### config.mk
export PLATFORM = sky130hd
export DESIGN_NAME = adc_word_tx
export DESIGN_NICKNAME = d
export VERILOG_FILES = /design/src/rtl/adc_tx_pkg.sv /design/src/rtl/adc_tx_clkgen.sv /design/src/rtl/adc_tx_pack.sv /design/src/rtl/adc_word_tx.sv
export SDC_FILE = /design/constraint.sdc
export NUM_CORES = 1
export LEC_CHECK = 0
export ABC_AREA = 1
export BUFFER_PORTS_ARGS = -buffer_cell sky130_fd_sc_hd__buf_2
export CORE_ASPECT_RATIO = 0.7
export CORE_MARGIN = 2
export CORE_UTILIZATION = 60
export CTS_CLUSTER_SIZE = 40
export DETAILED_ROUTE_END_ITERATION = 16
export GPL_TIMING_DRIVEN = 0
export HOLD_SLACK_MARGIN = 0.03
export PLACE_DENSITY_LB_ADDON = 0.2
export SYNTH_ARGS = -nofsm -noshare
export SYNTH_HDL_FRONTEND = slang
export SYNTH_SLANG_ARGS = --single-unit
### constraint.sdc
create_clock -name clk -period 4.5 [get_ports clk]
set_input_delay 0.225 -clock clk [delete_from_list [all_inputs] [get_ports clk]]
set_output_delay 0.225 -clock clk [all_outputs]
set_load 0.05 [all_outputs]
### src/rtl/adc_tx_pkg.sv
package adc_tx_pkg;
    localparam int SMP_W  = 10;
    localparam int TAG_W  = 4;
    localparam int HALF_W = 16;
    localparam int WORD_W = 2 * HALF_W;

    typedef enum logic {
        FMT_PAIRED = 1'b0,
        FMT_TAGGED = 1'b1
    } fmt_e;
endpackage

### src/rtl/adc_tx_clkgen.sv
module adc_tx_clkgen #(
    parameter int HALF_CYC = 4
) (
    input  logic clk,
    input  logic rst_n,
    input  logic run_i,
    output logic tick_rise_o,
    output logic tick_fall_o
);
    localparam int CW = (HALF_CYC > 1) ? $clog2(HALF_CYC) : 1;
    localparam logic [CW-1:0] CNT_END = CW'(HALF_CYC - 1);

    typedef struct packed {
        logic [CW-1:0] cnt;
        logic          ph;
    } gen_t;

    gen_t gen_d, gen_q;
    logic wrap;

    assign wrap        = run_i && (gen_q.cnt == CNT_END);
    assign tick_rise_o = wrap && !gen_q.ph;
    assign tick_fall_o = wrap && gen_q.ph;

    always_comb begin
        gen_d = gen_q;
        if (!run_i) begin
            gen_d.cnt = '0;
            gen_d.ph  = 1'b0;
        end else if (wrap) begin
            gen_d.cnt = '0;
            gen_d.ph  = !gen_q.ph;
        end else begin
            gen_d.cnt = gen_q.cnt + CW'(1);
        end
    end

    always_ff @(posedge clk or negedge rst_n) begin
        if (!rst_n) gen_q <= '0;
        else        gen_q <= gen_d;
    end
endmodule

### src/rtl/adc_tx_pack.sv
module adc_tx_pack
    import adc_tx_pkg::*;
(
    input  fmt_e              mode_i,
    input  logic              first_i,
    input  logic              last_i,
    input  logic [TAG_W-1:0]  event_i,
    input  logic [TAG_W-1:0]  chan_i,
    input  logic [SMP_W-1:0]  lo_i,
    input  logic [SMP_W-1:0]  hi_i,
    output logic [WORD_W-1:0] word_o
);
    logic [HALF_W-1:0] lo_half, hi_std, hi_tag;
    logic [WORD_W-1:0] raw_tag;

    always_comb begin
        lo_half = {first_i, event_i, lo_i, last_i};
        hi_std  = {first_i, event_i, hi_i, last_i};
        hi_tag  = {chan_i, hi_i, 2'b00};
        raw_tag = {hi_tag, lo_half};
        if (mode_i == FMT_TAGGED) begin
            word_o     = raw_tag;
            word_o[17] = ^raw_tag;
        end else begin
            word_o = {hi_std, lo_half};
        end
    end
endmodule

### src/rtl/adc_word_tx.sv
module adc_word_tx
    import adc_tx_pkg::*;
#(
    parameter int WORDS    = 128,
    parameter int HALF_CYC = 4
) (
    input  logic        clk,
    input  logic        rst_n,
    input  logic        start_i,
    input  logic        mode_i,
    input  logic [3:0]  event_i,
    input  logic [3:0]  chan_i,
    input  logic [9:0]  lo_smp_i,
    input  logic [9:0]  hi_smp_i,
    output logic [6:0]  smp_addr_o,
    output logic        valid_o,
    output logic        xclk_o,
    output logic [31:0] word_o
);
    localparam int IDXW = $clog2(WORDS);
    localparam logic [IDXW-1:0] LAST = IDXW'(WORDS - 1);

    typedef struct packed {
        logic              valid;
        logic              xclk;
        logic              skip;
        fmt_e              mode;
        logic [TAG_W-1:0]  ev;
        logic [TAG_W-1:0]  ch;
        logic [IDXW-1:0]   idx;
        logic [IDXW-1:0]   addr;
        logic [WORD_W-1:0] word;
    } tx_t;

    tx_t st_d, st_q;

    logic              tick_rise, tick_fall;
    fmt_e              pk_mode;
    logic [TAG_W-1:0]  pk_ev, pk_ch;
    logic [IDXW-1:0]   pk_idx;
    logic [WORD_W-1:0] pk_word;

    adc_tx_clkgen #(.HALF_CYC(HALF_CYC)) u_clkgen (
        .clk         (clk),
        .rst_n       (rst_n),
        .run_i       (st_q.valid),
        .tick_rise_o (tick_rise),
        .tick_fall_o (tick_fall)
    );

    assign pk_mode = st_q.valid ? st_q.mode : fmt_e'(mode_i);
    assign pk_ev   = st_q.valid ? st_q.ev   : event_i;
    assign pk_ch   = st_q.valid ? st_q.ch   : chan_i;
    assign pk_idx  = st_q.valid ? (st_q.idx + IDXW'(1)) : '0;

    adc_tx_pack u_pack (
        .mode_i  (pk_mode),
        .first_i (pk_idx == '0),
        .last_i  (pk_idx == LAST),
        .event_i (pk_ev),
        .chan_i  (pk_ch),
        .lo_i    (lo_smp_i),
        .hi_i    (hi_smp_i),
        .word_o  (pk_word)
    );

    always_comb begin
        st_d = st_q;
        if (!st_q.valid) begin
            if (start_i) begin
                st_d.valid = 1'b1;
                st_d.xclk  = 1'b0;
                st_d.skip  = 1'b1;
                st_d.mode  = fmt_e'(mode_i);
                st_d.ev    = event_i;
                st_d.ch    = chan_i;
                st_d.idx   = '0;
                st_d.addr  = (LAST == '0) ? '0 : IDXW'(1);
                st_d.word  = pk_word;
            end
        end else begin
            if (tick_rise) begin
                if (st_q.skip) st_d.skip = 1'b0;
                else           st_d.xclk = 1'b1;
            end
            if (tick_fall && st_q.xclk) begin
                st_d.xclk = 1'b0;
                if (st_q.idx == LAST) begin
                    st_d.valid = 1'b0;
                    st_d.idx   = '0;
                    st_d.addr  = '0;
                    st_d.word  = '0;
                end else begin
                    st_d.idx  = st_q.idx + IDXW'(1);
                    st_d.addr = (st_q.addr == LAST) ? '0 : st_q.addr + IDXW'(1);
                    st_d.word = pk_word;
                end
            end
        end
    end

    always_ff @(posedge clk or negedge rst_n) begin
        if (!rst_n) st_q <= '0;
        else        st_q <= st_d;
    end

    assign smp_addr_o = 7'(st_q.addr);
    assign valid_o    = st_q.valid;
    assign xclk_o     = st_q.xclk;
    assign word_o     = st_q.word;
endmodule

Word-level counts from Yosys, hierarchy flattened:

Index checks and enable logic that the tools add are counted.
Widths: inputs -> output; s select.

* muxes and demuxes: 18
* equality and inequality tests: 9
* div/mod/pow operators: 0
* bitwise operators: 1
* $add $sub $neg: 3
* shifts and indexed selects: 0
* order comparisons: 0
* reduce and logical (&&, ||, !) cells: 12
* multipliers: 0

Operators with widths (count)
* $mux 46: 3
* $mux 58: 1
* $mux 32: 1
* $reduce_xor 32->1: 1
* $eq 7x7->1 const B: 3
* $add 7x1->7 const B: 2
* $mux 7: 2
* $mux 4: 2
* $logic_not 7->1: 1
* $mux 2: 3
* $mux 3: 2
* $ne 2x1->1 const B: 3
* $reduce_and 2->1: 3
* $logic_and 1x1->1: 4
* $mux 1: 4
* $ne 3x1->1 const B: 1
* $ne 3x2->1 const B: 1
* $reduce_and 3->1: 1
* $add 2x1->2 const B: 1
* $eq 2x2->1 const B: 1
* $reduce_bool 2->1: 1
* $logic_not 1->1: 1
* $not 1->1: 1

* memories kept: 0
* bits in read-only memories: 0
* bits in latches: 0
* input port bits: 32
* memory bits (writable): 0
* output and inout port bits: 41
* bits in registers: 61

Logic depth before layout (Yosys ltp):

Gate-level depths: netlist of run 1.

* depth in word-level cells: 8
* mapped depth: 18
* mapped depth without buffers: 17

By module:

From an unflattened synthesis of run 1, not the netlist that was laid out.

* cells, all modules: 615
* area total of the unflattened synthesis: 4165.2 sq um

By module, submodules not included
* adc_word_tx: times used 1, seq. area each 1451.4 sq um, area an instance 3000.4 sq um, cells an instance 364
* adc_tx_pack: times used 1, seq. area each 0.0 sq um, area an instance 1029.7 sq um, cells an instance 235
* adc_tx_clkgen: times used 1, seq. area each 75.1 sq um, area an instance 135.1 sq um, cells an instance 16

Worst setup path before layout of run 1:

Ideal clock, no wire load.

* path type: register to register
* start point: register st_q, in the netlist valid_o
* end point: register st_q, in the netlist word_o[17]
* arrival: 1859 ps
* path slack: 2524 ps
* cell stages (with the launch flop): 15
* path buffers: 1
* cell sequence: dfrtp_1 > inv_2 > buf_4 > nor2_1 > nand2_2 > nor2_2 > nand3_1 > nand2_1 > nand2_1 > nand2_1 > inv_1 > nand2_1 > nand3_1 > nand2_1 > nand2_1

* cells in the longest elaborated chain, start to end: 7
* elaborated cells between the ends (all ways): 18
* classes of those cells: 2 x eq/ne; 9 x mux; 7 x reduce/logical

RTL lines
* from (decl): line adc_word_tx.sv:35 `tx_t st_d, st_q;`
* from (signal assigned): line adc_word_tx.sv:104 `else st_q <= st_d;`
* $mux 7: line adc_word_tx.sv:54 `assign pk_idx = st_q.valid ? (st_q.idx + IDXW'(1)) : '0;`
* $eq 7x7->1 or $logic_not 7->1 (tied branches): line adc_word_tx.sv:59, adc_word_tx.sv:58
* $reduce_xor 32->1: line adc_tx_pack.sv:23 `word_o[17] = ^raw_tag;`
* $mux 32: line adc_tx_pack.sv:21 `if (mode_i == FMT_TAGGED) begin`
* $mux 46: line adc_word_tx.sv:88 `if (st_q.idx == LAST) begin`
* $mux 46: line adc_word_tx.sv:86 `if (tick_fall && st_q.xclk) begin`
* $mux 46: line adc_word_tx.sv:69 `if (!st_q.valid) begin`

Parallel ways exist; a longest one is shown, timed or not. The select of a mux whose other input is x is not followed.
A chain may end at the register's enable or synchronous reset.

Worst setup path after layout of run 1:

* start point: register st_q[40] in the netlist's numbering
* end point: register st_q, in the netlist word_o[29]

* cells in the longest elaborated chain, start to end: 4

RTL lines (line)
* $eq 7x7->1: adc_word_tx.sv:88
* $mux 46: adc_word_tx.sv:88
* $mux 46: adc_word_tx.sv:86
* $mux 46: adc_word_tx.sv:69

Every way passes these cells. The select of a mux whose other input is x is not followed.

==> results of run 1 <==
synthesized netlist by cell type, drive strengths merged:
master	n
a21o	1
a21oi	6
a22o	4
and2	1
buf	46
clkbuf	6
dfrtp	61
ha	3
inv	55
mux2i	8
nand2	192
nand3	28
nand4	1
nor2	31
nor3	3
o211ai	4
o21ai	48
o22ai	2
or2	1
xnor2	6
xor2	5
critical path, cell delays in order (launching register included):
cell and delay, ns:
dfrtp_1 0.44, ha_1 0.26, nand3_2 0.15, nor2_4 0.19
nor2_2 0.10, nor2_1 0.29, clkbuf_1 0.42, o21ai_0 0.15
cells by family (layout without fill, tap and decap cells):
logic type,count (synthesis),count (layout),synth area share
compound gates,65,65,0.0959
xor+xnor,11,11,0.0260
fa+ha+maj,3,3,0.0101
buf+inv,107,196,0.152
flops,61,61,0.412
mux,8,8,0.0216
simple gates,257,257,0.282
flip-flops by register name, indices dropped and copies added, names as in the netlist:
register,flops
word_o,32
valid_o,1
smp_addr_o,7
st_q,17
u_clkgen.gen_q,3
xclk_o,1
worst paths after layout:
path	endpoint	slack, ns	startpoint
max in group asynchronous	st_q[53]	3.50	rst_n
worst max register to register	word_o[29]	2.37	st_q[40]
worst max-delay path	word_o[29]	2.37	st_q[40]
worst min register to register	u_clkgen.gen_q[1]	0.48	u_clkgen.gen_q[1]
worst min-delay path	word_o[3]	0.12	lo_smp_i[2]
min in group asynchronous	smp_addr_o[2]	0.50	rst_n
layout make-up:
| cell class | count | area, µm² | area share |
|---|---|---|---|
| flip-flops and latches | 61 | 1530 | 0.353 |
| well taps | 75 | 93.8 | 0.0217 |
| repair buffers | 73 | 373 | 0.0861 |
| inverters | 55 | 206 | 0.0477 |
| plain buffers | 52 | 355 | 0.0821 |
| clock buffers | 11 | 131 | 0.0303 |
| clock inverters | 5 | 27.5 | 0.00636 |
| multi-input cells | 344 | 1620 | 0.373 |
through the flow:
stage / total power, mW / instance area (µm²) / setup WS [ns] / hold WS (ns)
after floorplan: 2.14 / 3700 / 2.52 / -0.0706
after global placement: 2.43 / 4160 / 2.46 / 0.418
after detailed placement: 2.48 / 4160 / 2.40 / 0.458
after CTS: 2.89 / 4320 / 2.39 / 0.117
after global routing: 3.08 / 4330 / 2.16 / 0.116
final: 2.89 / 4330 / 2.37 / 0.116
metal layers:
layer,routed length [µm],up-vias,part of all wire
met4,73,0,0.0084
met1,4080,1624,0.47
li1,-,1735,-
met5,0,-,0
met3,588,11,0.067
met2,3980,132,0.46
timing repair:
item / in CTS / in global routing
hold buffers: 0 / 1
endpoints found under the setup margin: 0 / 0
endpoints found under the hold margin: 0 / 8
power by group through the flow:
stage | logic [mW] | registers (mW) | clock network, mW
6_report | 1.58 | 0.900 | 0.414
4_1_cts | 1.58 | 0.896 | 0.418
2_1_floorplan | 1.27 | 0.876 | 0
5_1_grt | 1.71 | 0.923 | 0.447
3_5_place_dp | 1.58 | 0.903 | 0
3_3_place_gp | 1.54 | 0.890 | 0
==> reports/results.tsv, run 1 <==
metric	value	unit
maxCapViolCount	0	
ys_seq_elements	61	
core	5840	µm²
synth_cells	512	
start_util	0.634	
synth.yosys.seq_area_share	0.412	
p_per_area	668	nW/µm²
p_sw	1.42	mW
dp_hpwl	6510	µm
die_h	69.7	µm
utilization	0.741	
cp_max_fo	10	
final_common_cell	nand2_1	
drt_wl_total	8720	µm
postSynthNetCount	547	
ir_worst_vdd	0.361	mV
critPathKind	flip-flop to flip-flop	
gp_congestion	0.872	
clk_path_buf_depth	2	
ys_types	29	
vias	3502	
worstPathRequired	4.71	ns
layout_common_cells	nand2_1 (191), buf_2 (76), dfrtp_1 (61), inv_1 (52)	
placed_cells	659	
fin_crit	2.13	ns
rows	23	
ios	73	
syn_to_final_growth	16.9	%
finalSetupTns	0	ns
layout.cells.non_filler	676	
dieArea	6830	µm²
yosys-top-cells-area	dfrtp_1 (41%), nand2_1 (19%), buf_4 (8.3%)	
rsz0062_at_grt	no	
cts_buffers	9	
hold_path.class	primary input to flip-flop	
cp-end-kind	flip-flop	
ant_nets	0	
nets	631	
grt_busiest_layer	met2	
worstRegToRegCells	7	
clockRootBuffer	clkbuf_8	
relSlewSlack	0.485	
cts_resized	0	
cts_tree	done	
grt_max_degree	62	
die_w	97.9	µm
overflow	0	
gr-usage-met1	0.379	
met2_usage	0.425	
finClkSkew	0.00580	ns
grt_pass1_vias	3329	
clk_pin_slew	0.07	ns
clkLatencyLatePin	0.35	ns
avgSynthCellArea	7.23	µm²
cts.htree.levels	3	
cts_setup_buffers	0	
critPathLaunchType	flip-flop	
outcome	finished clean	
synth_warnings	0	
grt.total_usage	0.272	
numClockSinks	61	
synth_top_area_cell	dfrtp_1	
hold_viol_final	0	
antenna_found_initial	0	
drc_errors	0	
slew_viol_final	0	
clock.fmax	0.469	GHz
switching_share	0.492	
power.leakage	2.54	nW
routedWlPerCell	12.9	µm
p_int	1.47	mW
diodes	0	
vias_per_cell	5.18	
clockPowerShare	0.143	
synth_top_area_frac	0.412	
first_iter_violations	196	
nFillCells	487	
finalCritPeriodShare	0.474	
dr.pass1.iters	5	
worstPathArrival	2.35	ns
hold_depth	2	
p_comb_frac	0.546	
finalSetupViolCount	0	
layout-drive-gt1-share	0.243	
grt_pass1_wl	15000	µm
portBuffers	72	
use_met3	0.0746	
syn_area	3700	µm²
p_seq_frac	0.311	
worstMarginPinSlew	0.772	ns
Note: power is estimated with default switching activity, not from simulation.
==> inputs of run 2 (changes only) <==
CORE_UTILIZATION = 56   (was 60)
clock period = 2.1 ns   (was 4.5 ns; I/O delays follow)
==> reports/results.tsv, run 2 (synthesis results as in run 1) <==
metric	value	unit	change
outcome	finished clean		
cts_tree	done		
p_per_area	1440	nW/µm²	+120%
slew_viol_final	0		unchanged
routedWlPerCell	13.3	µm	+2.8%
die_h	72.0	µm	+3.3%
rrSetupSlack	0.1	ns	-2.27 ns
finalSetupViolCount	0		unchanged
clock.fmax	0.499	GHz	+6.4%
ant_nets	0		unchanged
cts.htree.levels	3		unchanged
layout-drive-gt1-share	0.280		+0.0367
grt.total_usage	0.257		-0.0152
crit_family	simple AND/OR/NAND/NOR gates		
worstPathArrival	2.24	ns	-0.11 ns
vias_per_cell	5.14		-0.75%
rows	24		+4.3%
drt_wl_total	9100	µm	+4.3%
portBuffers	72		unchanged
syn_to_final_growth	21.9	%	
cts_buffers	9		unchanged
numClockSinks	61		unchanged
antenna_found_initial	0		unchanged
ir_worst_vdd	0.825	mV	+130%
hold_path.class	primary input to flip-flop		
clk_path_buf_depth	2		unchanged
max_stage_delay	0.43	ns	about the same
grt_pass1_vias	3268		-1.8%
grt_max_degree	62		unchanged
power.leakage	2.60	nW	+2.6%
first_iter_violations	224		+14%
relSlewSlack	0.482		-0.00286
critPathKind	flip-flop to flip-flop		
largest_reg_flops	32		unchanged
fin_hold_ws	0.0415	ns	-0.0747 ns
finalSetupTns	0	ns	unchanged
worstMarginPinSlew	0.776	ns	+0.00429 ns
cp-end-kind	flip-flop		
finalCritPeriodShare	0.954		+0.480
critPathLaunchType	flip-flop		
path_cells	ha_4 > nand2_2 > nand2_1 > nor2_2 > and2_4 > nand2_2 > nor2_4 > nand2_1 > nand2_2 > nand3_1 > nand2_1 > inv_1 > nand2_1 > nand3_1 > nand2_1 > nand2_1		
finClkSkew	0.00772	ns	+0.00192 ns
cp_max_fo	3		-7
cp_num_buf_inv	1		unchanged
clkLatencyLatePin	0.34	ns	about the same
dieArea	7290	µm²	+6.8%
final_common_cell	nand2_1		
maxCapViolCount	0		unchanged
nFillCells	530		+8.8%
clockRootBuffer	clkbuf_8		
fin_crit	2.00	ns	-0.128 ns
start_util	0.587		-0.0467
slowest_stage	dfrtp_2		
vias	3527		+0.71%
clk_pin_slew	0.07	ns	about the same
worstPathRequired	2.34	ns	-2.37 ns
nets	638		+1.1%
cpMostUsedCell	nand2_1		
drc_errors	0		unchanged
dp_hpwl	6610	µm	+1.5%
diodes	0		unchanged
gp_congestion	0.916		+5.1%
layout_common_cells	nand2_1 (186), buf_2 (75), dfrtp_1 (59), inv_1 (52), buf_4 (43)		
core	6310	µm²	+7.9%
die_w	101	µm	+3.4%
hold_viol_final	0		unchanged
grt_pass1_wl	14700	µm	-2.1%
ios	73		unchanged
dr.pass1.iters	5		unchanged
overflow	0		unchanged
==> run 2: cell types whose count changed in the layout (fill, tap and decap cells not counted), moves of 2 or more <==
| cell | delta |
|---|---|
| nor2_1 | -6 |
| clkbuf_1 | -5 |
| nand2_2 | +5 |
| o21ai_0 | -2 |
| clkinv_2 | -2 |
| dlygate4sd3_1 | +5 |
| dfrtp_2 | +2 |
| clkbuf_2 | +5 |
| dfrtp_1 | -2 |
| nand2_1 | -5 |
| nor2_4 | +2 |
| nor2_2 | +4 |
==> run 2: metrics by stage <==
stage	utilization	worst slack (ns)	power (mW)	std cells	cell area (µm²)
final	0.716	0.0958	6.48	686	4510
after global routing	0.716	-0.0711	6.88	686	4510
after CTS	0.698	0.00968	6.37	683	4400
after global placement	0.660	0.0606	5.21	662	4160
after detailed placement	0.660	0.0233	5.32	662	4160
after floorplan	-	0.124	4.59	512	3700
==> run 2: worst paths after layout <==
kind | start | to | cells after the start
max | st_q[40] | word_o[17] | 16
min | mode_i | st_q[54] | 3
max reg2reg | st_q[40] | word_o[17] | 16
min reg2reg | u_clkgen.gen_q[1] | u_clkgen.gen_q[1] | 1
max in group asynchronous | rst_n | st_q[40] | 2
min in group asynchronous | rst_n | word_o[11] | 2
==> run 2: layout make-up <==
cell class	instances	area (µm²)	share of cell area
clock inverters	4	47.5	0.0105
repair buffers	80	438	0.0970
multi-input cells	344	1680	0.371
plain buffers	52	372	0.0823
well taps	78	97.6	0.0216
flip-flops and latches	61	1530	0.339
inverters	55	209	0.0463
clock buffers	12	145	0.0322
==> run 2: repair_timing <==
action                                  CTS  global route
resized for setup                         0            36
hold buffers                              5             1
endpoints found under the setup margin    0            36
hold endpoints to repair                  6            61
buffers inserted                          0             2
==> run 2: where the power goes <==
| group | internal (mW) | switching (mW) |
|---|---|---|
| Combinational | 1.18 | 2.34 |
| Sequential | 1.61 | 0.305 |
| Clock | 0.577 | 0.471 |
==> run 2: worst register-to-register path, delay by kind of cell (launching register included) <==
kind          cells  cell delay [ns]
simple gates     14             1.26
flops             1             0.43
fa+ha+maj         1             0.18
buf+inv           1             0.04
==> run 2: metal layers <==
layer | vias to the layer above | share of wire | GRT usage
met5 | - | 0 | 0
met4 | 0 | 0.012 | 0.0796
met3 | 9 | 0.061 | 0.0703
met2 | 112 | 0.47 | 0.409
met1 | 1656 | 0.46 | 0.346
li1 | 1750 | - | -
